<file path="src/rtl/toy_pkg.sv">
package toy_pkg;

  typedef struct packed {
    logic [5:0] mon;
    logic [4:0] day;
    logic [4:0] hour;
    logic [5:0] min;
    logic [5:0] sec;
    logic [3:0] sub;
  } toy_time_t;

  localparam int IDX_CTRL   = 0;
  localparam int IDX_TRIM   = 1;
  localparam int IDX_SET_LO = 2;
  localparam int IDX_SET_YR = 3;
  localparam int IDX_GET_LO = 4;
  localparam int IDX_GET_YR = 5;

  localparam int BIT_SEC_EN = 13;
  localparam int BIT_CNT_EN = 11;
  localparam int BIT_OSC_EN = 8;

  localparam toy_time_t TIME_RESET = '{mon: 6'd1, day: 5'd1, hour: 5'd0,
                                       min: 6'd0, sec: 6'd0, sub: 4'd0};

  function automatic logic is_leap(input logic [31:0] year);
    return (year[1:0] == 2'b00);
  endfunction

  function automatic logic [4:0] days_in_month(input logic [5:0] mon,
                                               input logic leap);
    case (mon)
      6'd2:                       return leap ? 5'd29 : 5'd28;
      6'd4, 6'd6, 6'd9, 6'd11:    return 5'd30;
      default:                    return 5'd31;
    endcase
  endfunction

endpackage

</file>
<file path="src/rtl/toy_prescaler.sv">
module toy_prescaler #(
  parameter int TICKS_PER_STEP = 2048
) (
  input  logic clk,
  input  logic rst_n,
  input  logic run,
  input  logic tick,
  input  logic clear,
  output logic step
);

  localparam int PW = (TICKS_PER_STEP > 1) ? $clog2(TICKS_PER_STEP) : 1;
  localparam logic [PW-1:0] LAST = PW'(TICKS_PER_STEP - 1);

  generate
    if (TICKS_PER_STEP > 1) begin : g_div
      logic [PW-1:0] cnt;
      logic          at_last;
      assign at_last = (cnt == LAST);
      assign step    = run && tick && at_last && !clear;

      always_ff @(posedge clk or negedge rst_n) begin
        if (!rst_n)               cnt <= '0;
        else if (clear)           cnt <= '0;
        else if (run && tick)     cnt <= at_last ? '0 : cnt + 1'b1;
      end

      a_r5_cnt_bounded: assert property (@(posedge clk) disable iff (!rst_n)
        cnt <= LAST);
      a_r9_clear_restarts: assert property (@(posedge clk) disable iff (!rst_n)
        clear |=> (cnt == '0) && !step);
    end else begin : g_direct
      assign step = run && tick && !clear;
    end
  endgenerate

  a_r3_step_needs_run: assert property (@(posedge clk) disable iff (!rst_n)
    step |-> (run && tick));

endmodule

</file>
<file path="src/rtl/toy_calendar.sv">
module toy_calendar
  import toy_pkg::*;
(
  input  logic        clk,
  input  logic        rst_n,
  input  logic        step,
  input  logic        load_low,
  input  logic [31:0] low_in,
  input  logic        load_year,
  input  logic [31:0] year_in,
  output logic [31:0] low_out,
  output logic [31:0] year_out
);

  toy_time_t   t, nt;
  logic [31:0] year_q, ny;
  logic [4:0]  dim;
  logic        sub_wrap, sec_wrap, min_wrap, hr_wrap, day_wrap, mon_wrap;

  assign dim      = days_in_month(t.mon, is_leap(year_q));
  assign sub_wrap = step && (t.sub == 4'hF);
  assign sec_wrap = sub_wrap && (t.sec >= 6'd59);
  assign min_wrap = sec_wrap && (t.min >= 6'd59);
  assign hr_wrap  = min_wrap && (t.hour >= 5'd23);
  assign day_wrap = hr_wrap && (t.day >= dim);
  assign mon_wrap = day_wrap && (t.mon >= 6'd12);

  always_comb begin
    nt = t;
    ny = year_q;
    if (step)     nt.sub  = t.sub + 4'd1;
    if (sub_wrap) nt.sec  = sec_wrap ? 6'd0 : t.sec + 6'd1;
    if (sec_wrap) nt.min  = min_wrap ? 6'd0 : t.min + 6'd1;
    if (min_wrap) nt.hour = hr_wrap  ? 5'd0 : t.hour + 5'd1;
    if (hr_wrap)  nt.day  = day_wrap ? 5'd1 : t.day + 5'd1;
    if (day_wrap) nt.mon  = mon_wrap ? 6'd1 : t.mon + 6'd1;
    if (mon_wrap) ny      = year_q + 32'd1;
    if (load_low)  nt = toy_time_t'(low_in);
    if (load_year) ny = year_in;
  end

  always_ff @(posedge clk or negedge rst_n) begin
    if (!rst_n) begin
      t      <= TIME_RESET;
      year_q <= '0;
    end else begin
      t      <= nt;
      year_q <= ny;
    end
  end

  assign low_out  = t;
  assign year_out = year_q;

  a_r6_sec_wrap: assert property (@(posedge clk) disable iff (!rst_n)
    (sub_wrap && t.sec == 6'd59 && !load_low) |=> (t.sec == 6'd0));
  a_r7_day_wrap: assert property (@(posedge clk) disable iff (!rst_n)
    (hr_wrap && t.day == dim && !load_low) |=> (t.day == 5'd1));
  a_r7_year_carry: assert property (@(posedge clk) disable iff (!rst_n)
    (mon_wrap && !load_year) |=> (year_q == $past(year_q) + 32'd1));
  a_r10_year_load: assert property (@(posedge clk) disable iff (!rst_n)
    (load_year && !load_low && !step) |=> (year_q == $past(year_in)) && $stable(t));
  a_r3_hold: assert property (@(posedge clk) disable iff (!rst_n)
    (!step && !load_low && !load_year) |=> $stable(t) && $stable(year_q));

endmodule

</file>
<file path="src/rtl/toy_clock.sv">
module toy_clock
  import toy_pkg::*;
#(
  parameter int TICKS_PER_STEP = 2048,
  parameter int ADDR_W         = 5
) (
  input  logic              clk,
  input  logic              rst_n,
  input  logic              osc_tick,
  input  logic              bus_we,
  input  logic [ADDR_W-1:0] bus_addr,
  input  logic [31:0]       bus_wdata,
  output logic [31:0]       bus_rdata
);

  localparam int IDX_W = ADDR_W - 2;

  logic [IDX_W-1:0] widx;
  logic             sec_en, cnt_en, osc_en;
  logic             run, step, load_low, load_year;
  logic [31:0]      low_out, year_out, ctrl_view;

  assign widx      = bus_addr[ADDR_W-1:2];
  assign load_low  = bus_we && (widx == IDX_W'(IDX_SET_LO));
  assign load_year = bus_we && (widx == IDX_W'(IDX_SET_YR));
  assign run       = cnt_en && osc_en;

  always_ff @(posedge clk or negedge rst_n) begin
    if (!rst_n) begin
      sec_en <= 1'b0;
      cnt_en <= 1'b0;
      osc_en <= 1'b0;
    end else if (bus_we && widx == IDX_W'(IDX_CTRL)) begin
      sec_en <= bus_wdata[BIT_SEC_EN];
      cnt_en <= bus_wdata[BIT_CNT_EN];
      osc_en <= bus_wdata[BIT_OSC_EN];
    end
  end

  always_comb begin
    ctrl_view             = '0;
    ctrl_view[BIT_SEC_EN] = sec_en;
    ctrl_view[BIT_CNT_EN] = cnt_en;
    ctrl_view[BIT_OSC_EN] = osc_en;
  end

  always_comb begin
    case (widx)
      IDX_W'(IDX_CTRL):   bus_rdata = ctrl_view;
      IDX_W'(IDX_GET_LO): bus_rdata = low_out;
      IDX_W'(IDX_GET_YR): bus_rdata = year_out;
      default:            bus_rdata = '0;
    endcase
  end

  toy_prescaler #(.TICKS_PER_STEP(TICKS_PER_STEP)) u_presc (
    .clk   (clk),
    .rst_n (rst_n),
    .run   (run),
    .tick  (osc_tick),
    .clear (load_low),
    .step  (step)
  );

  toy_calendar u_cal (
    .clk       (clk),
    .rst_n     (rst_n),
    .step      (step),
    .load_low  (load_low),
    .low_in    (bus_wdata),
    .load_year (load_year),
    .year_in   (bus_wdata),
    .low_out   (low_out),
    .year_out  (year_out)
  );

  a_r3_gated: assert property (@(posedge clk) disable iff (!rst_n)
    step |-> (cnt_en && osc_en));
  a_r11_readonly_write: assert property (@(posedge clk) disable iff (!rst_n)
    (bus_we && widx == IDX_W'(IDX_GET_LO) && !step) |=> $stable(low_out));

endmodule

</file>
<file path="config.mk">
export PLATFORM = sky130hd
export DESIGN_NAME = toy_clock
export DESIGN_NICKNAME = d
export VERILOG_FILES = /design/src/rtl/toy_pkg.sv /design/src/rtl/toy_prescaler.sv /design/src/rtl/toy_calendar.sv /design/src/rtl/toy_clock.sv
export SDC_FILE = /design/constraint.sdc
export NUM_CORES = 1
export LEC_CHECK = 0
export ABC_AREA = 1
export BUFFER_PORTS_ARGS = -buffer_cell sky130_fd_sc_hd__buf_4
export CAP_MARGIN = 20
export CELL_PAD_IN_SITES_DETAIL_PLACEMENT = 2
export CELL_PAD_IN_SITES_GLOBAL_PLACEMENT = 2
export CORE_UTILIZATION = 32
export CTS_CLUSTER_SIZE = 8
export DETAILED_ROUTE_END_ITERATION = 10
export GPL_TIMING_DRIVEN = 0
export PLACE_DENSITY = 0.91
export SLEW_MARGIN = 25
export SYNTH_ARGS = -nofsm -noshare
export SYNTH_HDL_FRONTEND = slang
export SYNTH_SLANG_ARGS = --single-unit
</file>
<file path="constraint.sdc">
create_clock -name clk -period 2.7 [get_ports clk]
set_input_delay 0.27 -clock clk [delete_from_list [all_inputs] [get_ports clk]]
set_output_delay 0.27 -clock clk [all_outputs]
set_load 0.01 [all_outputs]
</file>
# == After elaboration in Yosys (flattened, before gate mapping) ==
# Index checks and enable logic that the tools add are counted.
# totals
ff_bits,78
latchBits,0
ramBits,0
romBits,0
input_bits,41
elab_cells,80
mem_count,0
# classes
add_sub_neg,8
multipliers,0
div_mod_pow,0
magnitude_cmp,5
n_eq_ne,11
n_shift,0
mux,20
bitwise_logic,0
reduce_logical,25
# op_table
cell,n
32-bit 2-to-1 mux,3
32-bit one-hot mux with 3 select lines,1
6-bit 2-to-1 mux,6
11-bit 2-to-1 mux,3
"32-bit by 1-bit adder with 32-bit output, second input constant",1
5-bit 2-to-1 mux,4
"6-bit by 1-bit adder with 6-bit output, second input constant",3
2-bit nonzero test,8
1-bit logical AND,13
"6-bit by 3-bit equality test with 1-bit output, second input constant",2
"6-bit by 4-bit equality test with 1-bit output, second input constant",2
"6-bit greater-or-equal comparator, second input constant",2
"11-bit by 1-bit adder with 11-bit output, second input constant",1
"11-bit equality test, second input constant",1
"5-bit by 1-bit adder with 5-bit output, second input constant",2
5-bit one-hot mux with 2 select lines,1
"3-bit by 2-bit equality test with 1-bit output, second input constant",2
"3-bit equality test, second input constant",2
"6-bit by 2-bit equality test with 1-bit output, second input constant",1
"6-bit by 4-bit greater-or-equal comparator with 1-bit output, second input constant",1
5-bit greater-or-equal comparator,1
"5-bit greater-or-equal comparator, second input constant",1
"4-bit by 1-bit adder with 4-bit output, second input constant",1
"4-bit equality test, second input constant",1
other kinds (6),6

# == Logic depth before layout (Yosys ltp) ==
# logic_depth
word_depth,13
mapped_depth,15

# == Modules after synthesis ==
# Synthesis repeated with hierarchy kept, for this count alone.
# unflattened
cells_unflattened,880
hier_area_um2,5836.8
# by_module_without_submodules
mod,n_inst,cells_per_inst,area_per_inst_um2
toy_calendar,1,661,4423.0
toy_clock,1,133,758.2
toy_prescaler,1,86,655.6

# == Worst setup path after synthesis ==
# OpenSTA, ideal clock, no wires.
# synth_path
path_kind,flip-flop to flip-flop
from,"reg u_cal.t, in the netlist u_cal.low_out[26]"
to,reg u_cal.year_q[20] (netlist: u_cal.year_out[20])
setup_ns,0.117
arrival_time_ns,2.086
required_ns,2.583
slack_ns,0.497
stages_incl_launch_ff,16
period_less_slack_ns,2.203
cell_sequence,dfstp_2 > inv_1 > ha_1 > o21ai_0 > a211oi_1 > a21oi_1 > ha_1 > inv_1 > nand2_1 > a21oi_1 > nor2_1 > nand3_4 > nand2_4 > buf_4 > nand2_1 > nand2_1
# synth_via
elab_chain_cells,7
elab_cells_between_ends,12
# synth_lines
item,line,rtl
from (decl),toy_calendar.sv:15,"toy_time_t t, nt;"
from (signal assigned),toy_calendar.sv:47,t <= nt;
6-bit by 3-bit equality test with 1-bit output / 6-bit by 4-bit equality test with 1-bit output (equally long branches),toy_pkg.sv:32,case (mon)
4-bit OR reduction,toy_pkg.sv:32,
5-bit one-hot mux with 2 select lines,toy_pkg.sv:32,
5-bit greater-or-equal comparator,toy_calendar.sv:25,assign day_wrap = hr_wrap && (t.day >= dim);
1-bit logical AND,toy_calendar.sv:25,
1-bit logical AND (*),toy_calendar.sv:26,assign mon_wrap = day_wrap && (t.mon >= 6'd12);
2-bit nonzero test (no line) (*),--,
to (signal assigned),toy_calendar.sv:48,year_q <= ny;
to (decl),toy_calendar.sv:16,"logic [31:0] year_q, ny;"
# Mark *: on every way between the ends. The rest lies on a longest branch, timed or not.
# A chain may end at the register's enable or synchronous reset.

# == Worst setup path after layout ==
# layout_path
from,"reg u_cal.t, in the netlist u_cal.low_out[27]"
to,"reg u_cal.t, in the netlist u_cal.low_out[24]"
# layout_via
elab_chain_cells,8
elab_cells_between_ends,12
# layout_lines
item,line,rtl
6-bit by 3-bit equality test with 1-bit output / 6-bit by 4-bit equality test with 1-bit output (equally long branches),toy_pkg.sv:32,
4-bit OR reduction,toy_pkg.sv:32,
5-bit one-hot mux with 2 select lines (*),toy_pkg.sv:32,
5-bit greater-or-equal comparator (*),toy_calendar.sv:25,
1-bit logical AND (*),toy_calendar.sv:25,
5-bit 2-to-1 mux (*) (2 in a row),toy_calendar.sv:35,if (hr_wrap) nt.day = day_wrap ? 5'd1 : t.day + 5'd1;
32-bit 2-to-1 mux (*),toy_calendar.sv:38,if (load_low) nt = toy_time_t'(low_in);
# Mark *: on every way between the ends. The rest lies on a longest branch, timed or not. The select of a mux whose other input is x is not followed.

==> flow_summary.rst <==
.. list-table::
   :header-rows: 1

   * - Metric
     - Value
   * - Width of the die
     - 134 µm
   * - CTS buffer count
     - 9
   * - Violated checks
     - negative hold slack
   * - Number of antenna violations at the first check in global routing
     - 0
   * - Adder and majority gate portion of the synthesized area
     - 3.15%
   * - Library cell used as clock root buffer
     - sky130_fd_sc_hd__clkbuf_16
   * - Number of DRC violations after detailed-routing iteration 0
     - 357
   * - Crit Path Class
     - flip-flop to flip-flop
   * - Number of enable flip-flop cells after synthesis
     - 0
   * - Cell at the slowest stage of the critical path
     - sky130_fd_sc_hd__dfrtp_1
   * - Overflow after GRT
     - 0
   * - Max Transition Viols Final
     - 0
   * - Sequential-to-total area share from yosys stat
     - 35.2%
   * - Synthesized-area fraction occupied by ao, oa, aoi and oai cells
     - 12.7%
   * - Unrepaired setup endpoints after global routing
     - yes
   * - Largest cells by area after synthesis
     - sky130_fd_sc_hd__dfrtp_1, sky130_fd_sc_hd__nand2_1, sky130_fd_sc_hd__nand3_1, sky130_fd_sc_hd__inv_1, sky130_fd_sc_hd__xor2_1
   * - Minimum setup slack in the final design
     - 0.123 ns
   * - Simple-gate share of the synthesized area
     - 34.2%
   * - Worst-case hold slack
     - -0.0311 ns
   * - Largest family of logic cells by synthesized area
     - simple AND/OR/NAND/NOR gates
   * - Post-detailed-route DRC marker count
     - 0
   * - Total power of the final layout
     - 4.27 mW
   * - CP max stage delay
     - 0.44 ns
   * - Number of input and output port buffers inserted
     - 70
   * - Fraction of the core area covered by cells at the end of the flow
     - 39.9%
   * - Number of standard cells after synthesis
     - 819
   * - Skew-Pair Late Insertion Delay
     - 0.35 ns
   * - Top Ports
     - 73
   * - Pre-CTS setup slack
     - 0.0564 ns
   * - CTS clk-pin slew, worst paths
     - 0.06 ns
   * - # fillers
     - 2033
   * - Type of element capturing the critical path
     - flip-flop
   * - Cell Rows
     - 47
   * - Peak Freq
     - 388 MHz
   * - Vertical extent of the die
     - 134 µm
   * - Max Root-Sink Buffers
     - 2
   * - Final number of hold-violating endpoints
     - 17
   * - Post-synthesis async set-or-reset flop share
     - 100%
   * - Post-Synthesis Cell Area
     - 5560 µm²
   * - Area growth from synthesis to layout
     - 20.1%
   * - CP Cell Sequence
     - inv_1 -> ha_1 -> o21ai_1 -> a211oi_1 -> a21oi_1 -> ha_1 -> inv_1 -> nand2_1 -> a21oi_2 -> nor2_2 -> nand3_1 -> buf_6 -> nand4_1 -> nand3_1
   * - Setup_tns
     - 0 ns
   * - Number of global-route vias before repair
     - 6810
   * - Leakage power of the design
     - 3.18 nW
   * - Final antenna diode count
     - 0
   * - Iteration count of the initial detailed-routing pass
     - 5
   * - Routed vias/inst
     - 5.47
   * - Fraction of layout cells with a size suffix above 1
     - 13.2%
   * - Nets@finish
     - 955
   * - Ratio of final minimum period to clock period
     - 95.5%
   * - Number of vias in the routed layout
     - 6147
   * - Most area-hungry cell type in the Yosys netlist
     - sky130_fd_sc_hd__dfrtp_1
   * - Overall routed net length
     - 24700 µm
   * - Total power divided by cell area
     - 639 nW/µm²
   * - Commonest cells after routing, fill and taps aside
     - sky130_fd_sc_hd__nand2_1, sky130_fd_sc_hd__inv_1, sky130_fd_sc_hd__nand3_1, sky130_fd_sc_hd__dfrtp_1, sky130_fd_sc_hd__buf_4
   * - Detail Route Antenna Nets
     - 0
   * - Mux cell area share after synthesis
     - 0%
   * - Final setup violation count
     - 0
   * - Placed inst area
     - 6360 µm²
   * - Startpoint type of the worst setup path
     - flip-flop
   * - Status
     - finished, violations left
   * - GP Congestion
     - 0.875
   * - Highest ir drop seen on vdd
     - 316 µV
   * - Tightest Pin Transition
     - 0.810 ns
   * - Main flop type after synthesis
     - sky130_fd_sc_hd__dfrtp_1
   * - CTS sink cnt
     - 78
   * - Non-filler instance count after layout
     - 1124
   * - Min-Delay Path Class
     - input pin to asynchronous set/reset pin
   * - Post-route clock skew
     - 0.00953 ns
   * - Final worst path period need
     - 2.58 ns
   * - Placed cell count
     - 1109
   * - Pin count of the biggest net entering global routing
     - 79
   * - Worst Path Max Fanout
     - 10
   * - Synthesized net count
     - 874
   * - Clock tree from TritonCTS
     - built
   * - Worst slew margin relative to its limit
     - 46.0%
   * - Global-route wire length before repair
     - 39000 µm
   * - Number of storage elements in the synthesis netlist
     - 78
   * - Core area
     - 16800 µm²
   * - Depth of the CTS H-tree
     - 3
   * - Number of distinct library cell variants in the gate-level netlist after synthesis
     - 40
   * - Final standard cell area without fillers
     - 6680 µm²
   * - Number of warnings printed during yosys synthesis
     - 0
   * - Fraction of synthesized cell area in xor and xnor cells
     - 4.73%
   * - Critical path data required time
     - 2.92 ns
   * - Initial core utilization
     - 33.2%
   * - Leading cell type in the layout, fill and taps excluded
     - sky130_fd_sc_hd__nand2_1
   * - Wire length per cell
     - 21.9 µm
   * - Portion of synthesized cell area occupied by the leading cell type
     - 34.2%
   * - Number of max-cap violations
     - 0
   * - HPWL after detailed placement
     - 19000 µm
   * - Overall Global Routing Usage
     - 28.8%
   * - Mean cell area of the mapped netlist
     - 6.79 µm²
   * - Die area
     - 17900 µm²
   * - Arr. time, crit path
     - 2.79 ns
## synthesized netlist by cell type (2+ instances only)
cell	count
sky130_fd_sc_hd__inv_2	9
sky130_fd_sc_hd__inv_1	99
sky130_fd_sc_hd__buf_1	3
sky130_fd_sc_hd__a211oi_1	3
sky130_fd_sc_hd__buf_4	2
sky130_fd_sc_hd__o22ai_1	20
sky130_fd_sc_hd__xor2_1	29
sky130_fd_sc_hd__nand3_1	83
sky130_fd_sc_hd__o221ai_1	10
sky130_fd_sc_hd__a21oi_1	17
sky130_fd_sc_hd__nor2_1	64
sky130_fd_sc_hd__ha_1	14
sky130_fd_sc_hd__nand4_1	12
sky130_fd_sc_hd__dfrtp_1	76
sky130_fd_sc_hd__nor2_2	4
sky130_fd_sc_hd__nor3_1	24
sky130_fd_sc_hd__nand2_1	237
sky130_fd_sc_hd__buf_6	4
sky130_fd_sc_hd__o21ai_1	25
sky130_fd_sc_hd__clkbuf_1	19
sky130_fd_sc_hd__o21ai_0	40
sky130_fd_sc_hd__dfstp_2	2
sky130_fd_sc_hd__o211ai_1	4
sky130_fd_sc_hd__nand3_2	3
## cell families after synthesis
family,after synthesis
AO/OA/AOI/OAI,123
XOR/XNOR,30
adder cells (fa/ha/maj),14
buffers and inverters,138
flip-flops,78
AND/OR/NAND/NOR,436
## final timing paths
| kind | startpoint | endpoint | slack [ns] | cells after the start |
|---|---|---|---|---|
| worst min register to register | sec_en$_DFFE_PN0P_ | sec_en$_DFFE_PN0P_ | 0.52 | 2 |
| max in group asynchronous | rst_n | u_cal.year_out[20]$_DFFE_PN0P_ | 2.16 | 1 |
| worst max register to register | u_cal.low_out[27]$_DFFE_PN0P_ | u_cal.low_out[24]$_DFFE_PN0P_ | 0.12 | 14 |
| worst min-delay path | rst_n | u_cal.low_out[7]$_DFFE_PN0P_ | -0.03 | 1 |
| min in group clk | bus_wdata[31] | u_cal.low_out[31]$_DFFE_PN0P_ | 0.14 | 3 |
| worst max-delay path | u_cal.low_out[27]$_DFFE_PN0P_ | u_cal.low_out[24]$_DFFE_PN0P_ | 0.12 | 14 |
## timing repair
| item | 4_1_cts | 5_1_grt |
|---|---|---|
| pin swaps | 0 | 0 |
| hold buffers | 0 | 0 |
| resized for setup | 2 | 8 |
| endpoints found under the setup margin | 15 | 42 |
| setup buffers | 0 | 0 |
## critical path: cells and delay by family (launching register included)
family | cells | cell delay, ns
buf+inv | 3 | 0.43
flops | 1 | 0.44
compound gates | 4 | 0.47
simple gates | 5 | 0.64
fa+ha+maj | 2 | 0.47
## flip-flops by register name, summed over array words and instances, names as in the netlist
signal	count
u_presc.g_div.cnt	11
cnt_en	1
u_cal.year_out	32
osc_en	1
sec_en	1
u_cal.low_out	32
## metal layers
metal	GRT usage [%]	share of wire, %	up-vias
met2	50.4	51	131
met1	35.7	43	3131
li1	-	-	2832
met4	11.0	2.8	0
met5	0	0	-
met3	3.78	3.9	53
## where the power goes
part / switching, mW / total, mW / leakage, nW / internal (mW)
Sequential: 0.290 / 1.72 / 0.966 / 1.42
Combinational: 0.839 / 1.30 / 2.07 / 0.459
Clock: 0.544 / 1.26 / 0.139 / 0.712
Total: 1.67 / 4.27 / 3.18 / 2.60
## layout make-up
cell class              instances  area, µm²  share of cell area [%]
multi-input cells             603       3070                    45.9
flip-flops and latches         78       1950                    29.3
repair buffers                 70        529                    7.92
inverters                     109        409                    6.13
well taps                     220        275                    4.12
clock buffers                  11        233                    3.48
plain buffers                  29        161                    2.42
clock inverters                 4       48.8                   0.731
Power figures use the tool's default switching activity.
